==> src/rtl/toa_sort_pkg.sv <==
// Shared hit word layout for the lane sorter.
// Assumes: field widths are fixed by the front-end pixel format.
package toa_sort_pkg;
    localparam int TOA_W = 10;
    localparam int COL_W = 8;
    localparam int ROW_W = 8;
    localparam int NRG_W = 4;

    typedef struct packed {
        logic [TOA_W-1:0] toa;
        logic [COL_W-1:0] col;
        logic [ROW_W-1:0] row;
        logic [NRG_W-1:0] nrg;
    } hit_t;

    localparam int HIT_W = $bits(hit_t);
endpackage

==> src/rtl/sort_hit_fifo.sv <==
// Burst-smoothing FIFO in front of the lane router.
// Holds up to DEPTH hit words, presents the oldest one combinationally.
// Assumes: DEPTH is a power of two, at least 2.
module sort_hit_fifo
    import toa_sort_pkg::*;
#(
    parameter int DEPTH = 8
) (
    input  logic clk,
    input  logic rst_n,
    input  logic wr_valid,
    input  hit_t wr_data,
    output logic wr_ready,
    output logic rd_valid,
    output hit_t rd_data,
    input  logic rd_pop,
    output logic full,
    output logic empty
);
    localparam int AW = $clog2(DEPTH);

    hit_t        mem [DEPTH];
    logic [AW:0] wr_ptr;
    logic [AW:0] rd_ptr;
    logic        wr_en;
    logic        rd_en;

    // Flags from wrap-bit pointer comparison.
    always_comb begin
        empty    = (wr_ptr == rd_ptr);
        full     = (wr_ptr[AW] != rd_ptr[AW]) && (wr_ptr[AW-1:0] == rd_ptr[AW-1:0]);
        wr_ready = !full;
        wr_en    = wr_valid && !full;
        rd_en    = rd_pop && !empty;
        rd_valid = !empty;
        rd_data  = mem[rd_ptr[AW-1:0]];
    end

    // Storage write, no reset needed on data.
    always_ff @(posedge clk) begin
        if (wr_en) mem[wr_ptr[AW-1:0]] <= wr_data;
    end

    // Pointer advance on accepted write and pop.
    always_ff @(posedge clk) begin
        if (!rst_n) begin
            wr_ptr <= '0;
            rd_ptr <= '0;
        end else begin
            if (wr_en) wr_ptr <= wr_ptr + 1'b1;
            if (rd_en) rd_ptr <= rd_ptr + 1'b1;
        end
    end

    // a full FIFO stays full until something is popped.
    p_full_holds_r3: assert property (@(posedge clk) disable iff (!rst_n)
        (full && !rd_pop) |=> full);

    // an empty FIFO stays empty until something is offered.
    p_empty_holds_r4: assert property (@(posedge clk) disable iff (!rst_n)
        (empty && !wr_valid) |=> empty);

    // a write offered while full leaves the write pointer unchanged.
    p_no_write_full_r3: assert property (@(posedge clk) disable iff (!rst_n)
        (full && !rd_pop) |=> $stable(wr_ptr));
endmodule

==> src/rtl/lane_router.sv <==
// Decodes the FIFO head's low TOA bits into one lane request and
// pops the head only when that lane accepts it.
// Assumes: NUM_LANES = 2**LANE_BITS and LANE_BITS <= TOA width.
module lane_router
    import toa_sort_pkg::*;
#(
    parameter int LANE_BITS = 4,
    localparam int NUM_LANES = 1 << LANE_BITS
) (
    input  logic                 head_valid,
    input  hit_t                 head,
    input  logic [NUM_LANES-1:0] slot_ready,
    output logic [NUM_LANES-1:0] slot_valid,
    output logic                 pop
);
    logic [LANE_BITS-1:0] sel;

    // Lane index is the low TOA bits of the head.
    always_comb sel = head.toa[LANE_BITS-1:0];

    // One request line per lane.
    for (genvar g = 0; g < NUM_LANES; g++) begin : g_req
        always_comb slot_valid[g] = head_valid && (sel == LANE_BITS'(g));
    end

    // Head leaves only when its own lane can take it.
    always_comb pop = head_valid && slot_ready[sel];
endmodule

==> src/rtl/lane_slot.sv <==
// One-entry output register for a single lane with valid/ready on both sides.
// Accepts a new word when empty or when the current word leaves this cycle.
// Assumes: IDX is this lane's index, used only by the routing check.
module lane_slot
    import toa_sort_pkg::*;
#(
    parameter int LANE_BITS = 4,
    parameter int IDX       = 0
) (
    input  logic clk,
    input  logic rst_n,
    input  logic in_valid,
    input  hit_t in_data,
    output logic in_ready,
    output logic out_valid,
    output hit_t out_data,
    input  logic out_ready
);
    logic full_q;
    hit_t data_q;

    // Free when empty or draining.
    always_comb begin
        in_ready  = !full_q || out_ready;
        out_valid = full_q;
        out_data  = data_q;
    end

    // Occupancy flag update.
    always_ff @(posedge clk) begin
        if (!rst_n)                  full_q <= 1'b0;
        else if (in_valid && in_ready) full_q <= 1'b1;
        else if (out_ready)          full_q <= 1'b0;
    end

    // Capture the routed word.
    always_ff @(posedge clk) begin
        if (in_valid && in_ready) data_q <= in_data;
    end

    // a stalled word is held.
    p_hold_r5: assert property (@(posedge clk) disable iff (!rst_n)
        (out_valid && !out_ready) |=> (out_valid && $stable(out_data)));

    // a word in this lane carries this lane's TOA bits.
    p_lane_match_r2: assert property (@(posedge clk) disable iff (!rst_n)
        out_valid |-> (out_data.toa[LANE_BITS-1:0] == LANE_BITS'(IDX)));
endmodule

==> src/rtl/toa_lane_sorter.sv <==
// Top: input FIFO, TOA-based router, and one output register per lane.
// Hits are binned by TOA modulo 2**LANE_BITS; a blocked head stalls all traffic.
// Assumes: lane consumers follow valid/ready; input counts a hit taken only with in_ready high.
module toa_lane_sorter
    import toa_sort_pkg::*;
#(
    parameter int LANE_BITS  = 4,
    parameter int FIFO_DEPTH = 8,
    localparam int NUM_LANES = 1 << LANE_BITS
) (
    input  logic                       clk,
    input  logic                       rst_n,
    input  logic                       in_valid,
    output logic                       in_ready,
    input  logic [TOA_W-1:0]           in_toa,
    input  logic [COL_W-1:0]           in_col,
    input  logic [ROW_W-1:0]           in_row,
    input  logic [NRG_W-1:0]           in_energy,
    output logic [NUM_LANES-1:0]       lane_valid,
    input  logic [NUM_LANES-1:0]       lane_ready,
    output logic [NUM_LANES*HIT_W-1:0] lane_data,
    output logic                       fifo_full,
    output logic                       fifo_empty
);
    hit_t                 in_hit;
    hit_t                 head;
    logic                 head_valid;
    logic                 pop;
    logic [NUM_LANES-1:0] slot_valid;
    logic [NUM_LANES-1:0] slot_ready;

    // Pack the input fields into a hit word.
    always_comb in_hit = '{toa: in_toa, col: in_col, row: in_row, nrg: in_energy};

    sort_hit_fifo #(.DEPTH(FIFO_DEPTH)) u_fifo (
        .clk      (clk),
        .rst_n    (rst_n),
        .wr_valid (in_valid),
        .wr_data  (in_hit),
        .wr_ready (in_ready),
        .rd_valid (head_valid),
        .rd_data  (head),
        .rd_pop   (pop),
        .full     (fifo_full),
        .empty    (fifo_empty)
    );

    lane_router #(.LANE_BITS(LANE_BITS)) u_router (
        .head_valid (head_valid),
        .head       (head),
        .slot_ready (slot_ready),
        .slot_valid (slot_valid),
        .pop        (pop)
    );

    for (genvar g = 0; g < NUM_LANES; g++) begin : g_lane
        hit_t word;
        lane_slot #(.LANE_BITS(LANE_BITS), .IDX(g)) u_slot (
            .clk       (clk),
            .rst_n     (rst_n),
            .in_valid  (slot_valid[g]),
            .in_data   (head),
            .in_ready  (slot_ready[g]),
            .out_valid (lane_valid[g]),
            .out_data  (word),
            .out_ready (lane_ready[g])
        );
        // Flatten lane word onto the output bus.
        always_comb lane_data[g*HIT_W +: HIT_W] = word;
    end

    // no more than one lane loads per cycle.
    p_one_dispatch_r8: assert property (@(posedge clk) disable iff (!rst_n)
        $onehot0(slot_valid & slot_ready));

    // a pop happens only when the head's lane accepted it.
    p_hol_r7: assert property (@(posedge clk) disable iff (!rst_n)
        pop |-> ((slot_valid & slot_ready) != '0));

    // an idle lane that was empty with no request stays empty.
    p_idle_lane_r9: assert property (@(posedge clk) disable iff (!rst_n)
        (lane_valid == '0 && slot_valid == '0) |=> (lane_valid == '0));
endmodule

==> config.mk <==
export PLATFORM = sky130hd
export DESIGN_NAME = toa_lane_sorter
export DESIGN_NICKNAME = d
export VERILOG_FILES = /design/src/rtl/toa_sort_pkg.sv /design/src/rtl/sort_hit_fifo.sv /design/src/rtl/lane_router.sv /design/src/rtl/lane_slot.sv /design/src/rtl/toa_lane_sorter.sv
export SDC_FILE = /design/constraint.sdc
export NUM_CORES = 1
export LEC_CHECK = 0
export ABC_AREA = 1
export BUFFER_PORTS_ARGS = -buffer_cell sky130_fd_sc_hd__buf_2
export CORE_ASPECT_RATIO = 2
export CORE_MARGIN = 3
export CORE_UTILIZATION = 50
export DETAILED_ROUTE_END_ITERATION = 7
export GPL_ROUTABILITY_DRIVEN = 0
export PLACE_DENSITY = 0.74
export SLEW_MARGIN = 20
export SYNTH_ARGS = -nofsm -noshare
export SYNTH_HDL_FRONTEND = slang
export SYNTH_SLANG_ARGS = --single-unit
==> constraint.sdc <==
create_clock -name clk -period 5.5 [get_ports clk]
set_clock_uncertainty 0.15 [all_clocks]
set_input_delay 1.375 -clock clk [delete_from_list [all_inputs] [get_ports clk]]
set_output_delay 1.375 -clock clk [all_outputs]
set_load 0.02 [all_outputs]
==> results of run 1 <==
-- flip-flops by register name, indices dropped and copies added (netlist names), named ones only --
signal	count
u_fifo.rd_ptr	4
g_lane.u_slot.out_valid	16
u_fifo.mem	240
g_lane.u_slot.out_data	480
u_fifo.wr_ptr	4
-- report_power, final --
group	total [W]	switching, W	internal [W]
sequential	0.00837	0.000363	0.00801
clock	0.00396	0.00190	0.00207
combinational	0.00483	0.00374	0.00109
-- per-layer routing --
layer / track usage, % / share of wire [%] / wire length [um]
met1: 31.8 / 34 / 24200
met2: 45.4 / 51 / 36700
met3: 4.15 / 9.3 / 6620
met4: 11.9 / 5.5 / 3900
met5: 0 / 0.029 / 21
-- logic make-up after synthesis --
kind of cell               after synthesis  synth area share [%]
buffers and inverters                  108                  2.06
and+or+nand+nor                        373                  6.19
DFF                                    747                  87.2
xor gates and xnor gates                 6                 0.207
AOI/OAI and AO/OA                      191                  4.22
adders and majority gates                2                0.0985
-- critical path: stages (launching register included) --
cell     delay [ns]
dfxtp_4        0.74
inv_2          0.54
nand2_1        0.18
nand3_1        0.11
nand3_2        0.18
nand2_2        0.19
inv_2          0.33
nand3_2        0.26
nor4_4         0.51
buf_4          0.50
-- cell usage in the layout (no fill, tap or decap), types with 4 or more instances in the layout --
master,n
buf_16,4
nand3_2,6
nand3_1,17
dfxtp_1,25
diode_2,4
a31oi_1,20
clkbuf_16,57
o21ai_2,6
a31oi_2,4
nor2_4,10
clkinv_2,10
clkinvlp_4,8
nor2_1,256
inv_1,38
o21ai_0,115
nand2_2,4
buf_2,547
o21ai_1,6
buf_4,40
a21oi_1,8
nor4_2,7
edfxtp_1,720
nand2_1,61
nor4_4,8
o22ai_1,27
clkbuf_1,5
clkinv_1,11
buf_12,5
-- area by class of cell --
class | count | area share, %
Sequential cell | 747 | 71.2
Timing Repair Buffer | 596 | 10.4
Multi-Input combinational cell | 572 | 9.52
Clock buffer | 63 | 4.69
Tap cell | 649 | 2.61
Clock inverter | 39 | 1.01
Inverter | 42 | 0.514
Antenna cell | 4 | 0.0322
-- worst min-delay path by stage --
stage	endpoint	slack, ns	from
5_1_grt	u_fifo.wr_ptr[3]	0.37	u_fifo.wr_ptr[3]
4_1_cts	u_fifo.wr_ptr[3]	0.34	u_fifo.wr_ptr[3]
2_1_floorplan	u_fifo.wr_ptr[3]	0.29	u_fifo.wr_ptr[3]
3_5_place_dp	u_fifo.wr_ptr[3]	0.32	u_fifo.wr_ptr[3]
3_3_place_gp	u_fifo.wr_ptr[3]	0.31	u_fifo.wr_ptr[3]
6_report	u_fifo.wr_ptr[3]	0.35	u_fifo.wr_ptr[3]
-- through the flow --
stage	utilization, %	setup WS (ns)	hold slack, ns
6_report	62.0	1.39	0.348
5_1_grt	62.0	1.03	0.366
4_1_cts	62.0	1.41	0.337
3_5_place_dp	58.4	1.42	0.321
3_3_place_gp	58.1	1.61	0.306
2_1_floorplan	-	0.365	0.291
==> impl_metrics.toml, run 1 <==
[run_status]
status = "finished, final reports clean"

[worst_setup_path]
endpoint = "g_lane[13].u_slot.out_data[28]"
r2r_slack_ns = 1.39
start_kind = "flop"
reg2reg_to = "g_lane[13].u_slot.out_data[28]"
rr_worst_depth = 9
required_ns = 5.59
cp_max_fo = 61
path_class = "flop to flop"
arrival_ns = 4.20
worstSetupEndpointType = "flop"

[cells_and_area]
regArea_sq_mm = 0.0222
drive_gt1_share_pct = 36.0
fill_cells = 3513
areaGrowthSynthToFinish_pct = 22.5
multiInputGateArea_sq_mm = 0.00296
design_area_sq_mm = 0.0311
layout.nets = 2066
stdcell_count = 2712

[synthesis]
ys_ff_latch = 747
synth_area_leaders = "edfxtp_1 (85%), nor2_1 (3.9%), o21ai_0 (2.3%)"
synth_nets = 1478
yosysTopAreaCell = "edfxtp_1"
synth-edff-count = 720
netlist_area_sq_mm = 0.0254
yosysWarnings = 0
syn_avg_cell_area_sq_um = 17.8
synthTopCellsByCount = "edfxtp_1 (720), nor2_1 (265), o21ai_0 (115)"
yosysSeqAreaShare_pct = 87.2
synthArstFlopShare_pct = 0
yosysMostFrequentCell = "edfxtp_1"
syn_inst = 1427
synth_ff_type = "edfxtp_1"
netlist.area_leader.share_pct = 85.1
synth.distinct_cells = 32

[floorplan]
core-area_sq_mm = 0.0502
num_io_pins = 548
start_util_pct = 50.6
row_count = 116
die_y_um = 325
die_x_um = 165
die_area_sq_mm = 0.0537

[pwr]
peakVddDrop_uv = 332
p_per_area_mw_per_mm2 = 552
total_leakage_power_nw = 11.2
fin_total_pwr_w = 0.0172

[clock_tree]
clk_latency_ns = 0.61
cts_made_buffers = 56
clkSinkCount = 747
clk_pin_slew_ns = 0.07
holdBufCountCts = 0
cts-root-buf = "clkbuf_16"
cts_tree = "done"
post_cts_buffers = 0
cts_resized = 0
cts_buffer_depth = 3
htree_levels = 2

[grt]
grt_max_degree = 65
antenna_found_initial = 6
grt_pass1_vias = 14700
track_usage_pct = 26.1
gr-total-overflow = 0
grt_pass1_wl_mm = 101

[placement]
placed_cells = 2606
portBuffers = 547
dpl_cell_area_sq_mm = 0.0293
dp_hpwl_mm = 47.8

[drt]
viasPerCell = 5.59
drt_wl_total_mm = 71.5
firstDrtPassIters = 5
drt_iter0_drc = 1930
detail-route-antenna-nets = 0
wire_per_inst_um = 26.4
drc = 0
vias = 15200

[sta]
hold_viol = 0
layout_min_cycle_time_ns = 4.11
rsz0062_at_grt = "no"
fmax_ghz = 0.243
worstMarginPinSlew_ns = 1.14
fin_setup_tns_ns = 0
setup_violations = 0
maxSlewHeadroom_pct = 23.6
post-route-period-util_pct = 74.7
maxSlewViolCount = 0

[hold_path]
hold_path_class = "flop to flop"
min_path_cells = 1

[run]
max-cap-violations = 0
Note: power is estimated with default switching activity, not from simulation.
==> run 2, diff against run 1 <==
Settings changed: CORE_UTILIZATION 50 to 49, PLACE_DENSITY 0.74 to 0.76.
Clock period 5.5 ns to 3.6 ns, I/O delays scaled along.
==> run 2 against run 1 <==
  * First-iteration DRC count is 9.9% lower
  * Maximum frequency rose by 23%
  * Combinational power increased by 59%
  * Sequential cell count unchanged
  * Total power increased by 57%
  * Non-clock buffer count rose by 30
  * Register-to-register slack got worse by 1.1 ns
  * Core utilization decreased by 0.15 points
  * Largest cell class unchanged
  * Global-route usage is 0.78 points lower
  * Cell count increased by 1.4%
==> impl_metrics.toml, run 2 (synthesis results as in run 1) <==
[worst_setup_path]
arrival_ns = 3.48
path_class = "flop to flop"
cp_max_fo = 23
worstSetupEndpointType = "flop"
start_kind = "flop"
required_ns = 3.75

[placement]
placed_cells = 2638
dp_hpwl_mm = 48.3
portBuffers = 547
place_ws_ns = 0.195
dpl_cell_area_sq_mm = 0.0296

[floorplan]
die_area_sq_mm = 0.0548
die_x_um = 167
num_io_pins = 548
start_util_pct = 49.7
core-area_sq_mm = 0.0511
die_y_um = 328
row_count = 117

[pwr]
p_per_area_mw_per_mm2 = 854
seq_power_share_pct = 47.1
power_frac_clock_pct = 24.4
pwr-share-comb_pct = 28.5
fin_total_pwr_w = 0.0270
p_int_w = 0.0177
power.switching_w = 0.00932
peakVddDrop_uv = 551
total_leakage_power_nw = 11.5
switching_share_pct = 34.5

[cells_and_area]
largest_reg_flops = 480
final_cell_mix = "edfxtp_1 (720), buf_2 (547), nor2_1 (256), o21ai_0 (115), buf_4 (67)"
layout.nets = 2097
final_common_cell = "edfxtp_1"
stdcell_count = 2750
design_area_sq_mm = 0.0316
areaGrowthSynthToFinish_pct = 24.4
drive_gt1_share_pct = 37.1
post-route-util_pct = 61.8

[grt]
grt_use_met3_pct = 4.90
grt_pass1_vias = 14800
grt_use_met2_pct = 44.8
gr-total-overflow = 0
met1_usage_pct = 30.5
grt_max_degree = 57
antenna_found_initial = 9
busiest_layer = "met2"
grt_pass1_wl_mm = 102
track_usage_pct = 25.4

[sta]
rsz0062_at_grt = "no"
maxSlewHeadroom_pct = 26.7
layout_min_cycle_time_ns = 3.33
setup_violations = 0
layout_setup_ws_ns = 0.268
post-route-period-util_pct = 92.5
fmax_ghz = 0.300
hold_viol = 0
maxSlewViolCount = 0
worstMarginPinSlew_ns = 1.09

[drt]
vias = 15300
drc = 0
detail-route-antenna-nets = 0
firstDrtPassIters = 5
drt_wl_total_mm = 71.8
viasPerCell = 5.55
drt_iter0_drc = 1739
wire_per_inst_um = 26.1

[clock_tree]
cts_resized = 0
clk_pin_slew_ns = 0.07
cts_made_buffers = 57
cts_tree = "done"
cts-root-buf = "clkbuf_16"
clk_latency_ns = 0.62
htree_levels = 2
cts_buffer_depth = 3
clkSinkCount = 747

[hold_path]
hold_path_class = "flop to flop"
min_from = "u_fifo.wr_ptr[3]"

[run]
max-cap-violations = 0

[run_status]
status = "finished, final reports clean"
[run 2: changes by cell type in the layout (fill, tap and decap cells not counted), sizes merged]
cell / change
buf: +29
clkbuf: -2
clkinv: -4
inv: +1
diode: +3
bufinv: +6
[run 2: final cells by class]
class                           instances  area [sq um]
Tap cell                              654           818
Sequential cell                       747         22200
Clock inverter                         42           500
Inverter                               42           161
Multi-Input combinational cell        572          3000
Fill cell                            3546         19500
Timing Repair Buffer                  626          3470
Clock buffer                           60          1460
Antenna cell                            7          17.5
[run 2: repair_timing]
item	in CTS	in global routing
setup endpoints to repair	0	4
buffers inserted	0	2
hold buffers	0	0
[run 2: critical path: stages, from the launching register on]
cell      delay [ns]
dfxtp_4         0.42
clkinv_2        0.23
nand2_1         0.16
nand3_1         0.11
nand3_2         0.16
nand2_2         0.18
inv_2           0.33
nand3_1         0.21
buf_4           0.20
nor4_4          0.58
buf_12          0.27
[run 2: final timing paths]
check                           cells after the start                              to  slack [ns]
worst max-delay path                               10  g_lane[11].u_slot.out_data[10]        0.27
worst min-delay path                                1                u_fifo.wr_ptr[3]        0.34
worst max register to register                     10  g_lane[11].u_slot.out_data[10]        0.27
worst min register to register                      1                u_fifo.wr_ptr[3]        0.34
[run 2: routing by layer]
layer | vias to the layer above | share of wire [%]
met2 | 1034 | 52
met3 | 168 | 8.9
li1 | 6527 | -
met5 | - | 0.057
met1 | 7537 | 34
met4 | 6 | 4.4
[run 2: power groups by stage]
stage | Clock, W | Combinational [W] | Sequential [W]
after floorplan | 0 | 0.00298 | 0.0140
after global placement | 0 | 0.00745 | 0.0129
after detailed placement | 0 | 0.00765 | 0.0129
after CTS | 0.00668 | 0.00767 | 0.0127
after global routing | 0.00700 | 0.00817 | 0.0128
final | 0.00658 | 0.00770 | 0.0127
[run 2: per-stage QoR]
stage,TNS (ns),hold slack (ns)
finish,0,0.336
detailed placement,0,0.335
floorplan,-20.09,0.291
global route,0,0.364
CTS,0,0.346
global placement,0,0.310
==> run 3, diff against run 2 <==
Settings changed: CORE_UTILIZATION 49 to 50, PLACE_DENSITY 0.76 to 0.74.
Clock period 3.6 ns to 3.8 ns, I/O delays scaled along.
==> run 3 against run 2 <==
  * Sequential cell count unchanged
  * Total power fell by 5.1%
  * Critical path type unchanged
  * Maximum frequency fell by 1.2%
  * Highest routed layer unchanged
==> impl_metrics.toml, run 3 (synthesis results as in run 1) <==
[run_status]
status = "finished, final reports clean"

[grt]
track_usage_pct = 26.5
grt_pass1_vias = 15000
grt_max_degree = 92
grt_pass1_wl_mm = 102
antenna_found_initial = 7
gr-total-overflow = 0

[placement]
portBuffers = 547
placed_cells = 2624
place_ws_ns = 0.479
dp_hpwl_mm = 48.5
dpl_cell_area_sq_mm = 0.0294

[sta]
rsz0062_at_grt = "no"
setup_violations = 0
hold_viol = 0
layout_setup_ws_ns = 0.429
worstMarginPinSlew_ns = 1.08
maxSlewViolCount = 0
post-route-period-util_pct = 88.7
maxSlewHeadroom_pct = 27.7
fmax_ghz = 0.297
layout_min_cycle_time_ns = 3.37

[floorplan]
die_area_sq_mm = 0.0537
row_count = 116
die_x_um = 165
num_io_pins = 548
die_y_um = 325
start_util_pct = 50.6
core-area_sq_mm = 0.0502

[worst_setup_path]
worstSetupEndpointType = "flop"
r2r_slack_ns = 0.43
rr_worst_depth = 6
start_kind = "flop"
cp_max_fo = 91
arrival_ns = 3.48
path_class = "flop to flop"
required_ns = 3.91

[clock_tree]
cts_tree = "done"
cts_resized = 0
clkSinkCount = 747
cts_made_buffers = 58
post_cts_buffers = 0
holdBufCountCts = 0
clk_pin_slew_ns = 0.07
cts-root-buf = "clkbuf_16"
cts_buffer_depth = 3
clk_latency_ns = 0.61
htree_levels = 2

[cells_and_area]
drive_gt1_share_pct = 37.2
stdcell_count = 2737
layout.nets = 2087
design_area_sq_mm = 0.0314
final_common_cell = "edfxtp_1"
areaGrowthSynthToFinish_pct = 23.7
post-route-util_pct = 62.6
final_cell_mix = "edfxtp_1 (720), buf_2 (547), nor2_1 (256), o21ai_0 (115), buf_4 (66)"
largest_reg_flops = 480

[run]
max-cap-violations = 0

[hold_path]
min_path_cells = 1
hold_path_class = "flop to flop"

[drt]
drc = 0
vias = 15400
wire_per_inst_um = 26.6
firstDrtPassIters = 5
drt_wl_total_mm = 72.8
drt_iter0_drc = 1885
viasPerCell = 5.63
detail-route-antenna-nets = 0

[pwr]
p_per_area_mw_per_mm2 = 815
peakVddDrop_uv = 668
total_leakage_power_nw = 11.4
fin_total_pwr_w = 0.0256
-- run 3: changes by cell type in the layout (fill, tap and decap cells not counted), sizes merged --
| cell | change |
|---|---|
| buf | -10 |
| clkbuf | +8 |
| clkinv | +7 |
| diode | -5 |
| inv | -4 |
| clkinvlp | -3 |
| bufinv | -1 |
-- run 3: layer usage --
metal | global-route usage, % | up-vias | part of all wire, %
met1 | 31.8 | 7587 | 34
met4 | 12.9 | 6 | 5.6
li1 | - | 6500 | -
met5 | 0 | - | 0.054
met2 | 45.9 | 1083 | 51
met3 | 4.36 | 238 | 9.0
-- run 3: final timing paths --
kind | startpoint | end
setup / recovery | flop | g_lane[7].u_slot.out_data[19]
hold / removal | u_fifo.wr_ptr[3] | u_fifo.wr_ptr[3]
setup reg to reg | flop | g_lane[7].u_slot.out_data[19]
hold reg to reg | u_fifo.wr_ptr[3] | u_fifo.wr_ptr[3]
-- run 3: cell type report --
| cell class | instances | area (sq um) |
|---|---|---|
| antenna | 2 | 5.00 |
| clock buffer | 69 | 1580 |
| clock inverter | 41 | 468 |
| fill | 3554 | 18800 |
| inverter | 42 | 161 |
| multi-input combinational | 572 | 2970 |
| sequential | 747 | 22200 |
| tap | 649 | 812 |
| timing repair buffer | 615 | 3270 |
-- run 3: power by group --
part / switching, W / internal (W) / total, W
Sequential: 0.000437 / 0.0116 / 0.0120
Combinational: 0.00558 / 0.00162 / 0.00720
Clock: 0.00283 / 0.00355 / 0.00638
-- run 3: per-stage QoR --
stage | setup TNS [ns] | hold WS [ns]
after global routing | 0 | 0.350
after floorplan | -208.13 | 0.291
final | 0 | 0.338
after CTS | 0 | 0.328
after detailed placement | 0 | 0.316
after global placement | 0 | 0.308
-- run 3: worst max-delay path, cell delays in order (launching register included) --
cell and delay (ns):
dfxtp_4 0.47, buf_4 0.23, buf_4 0.72, o21ai_0 0.23
o22ai_1 0.19, nor2_1 0.07, a31oi_2 0.82
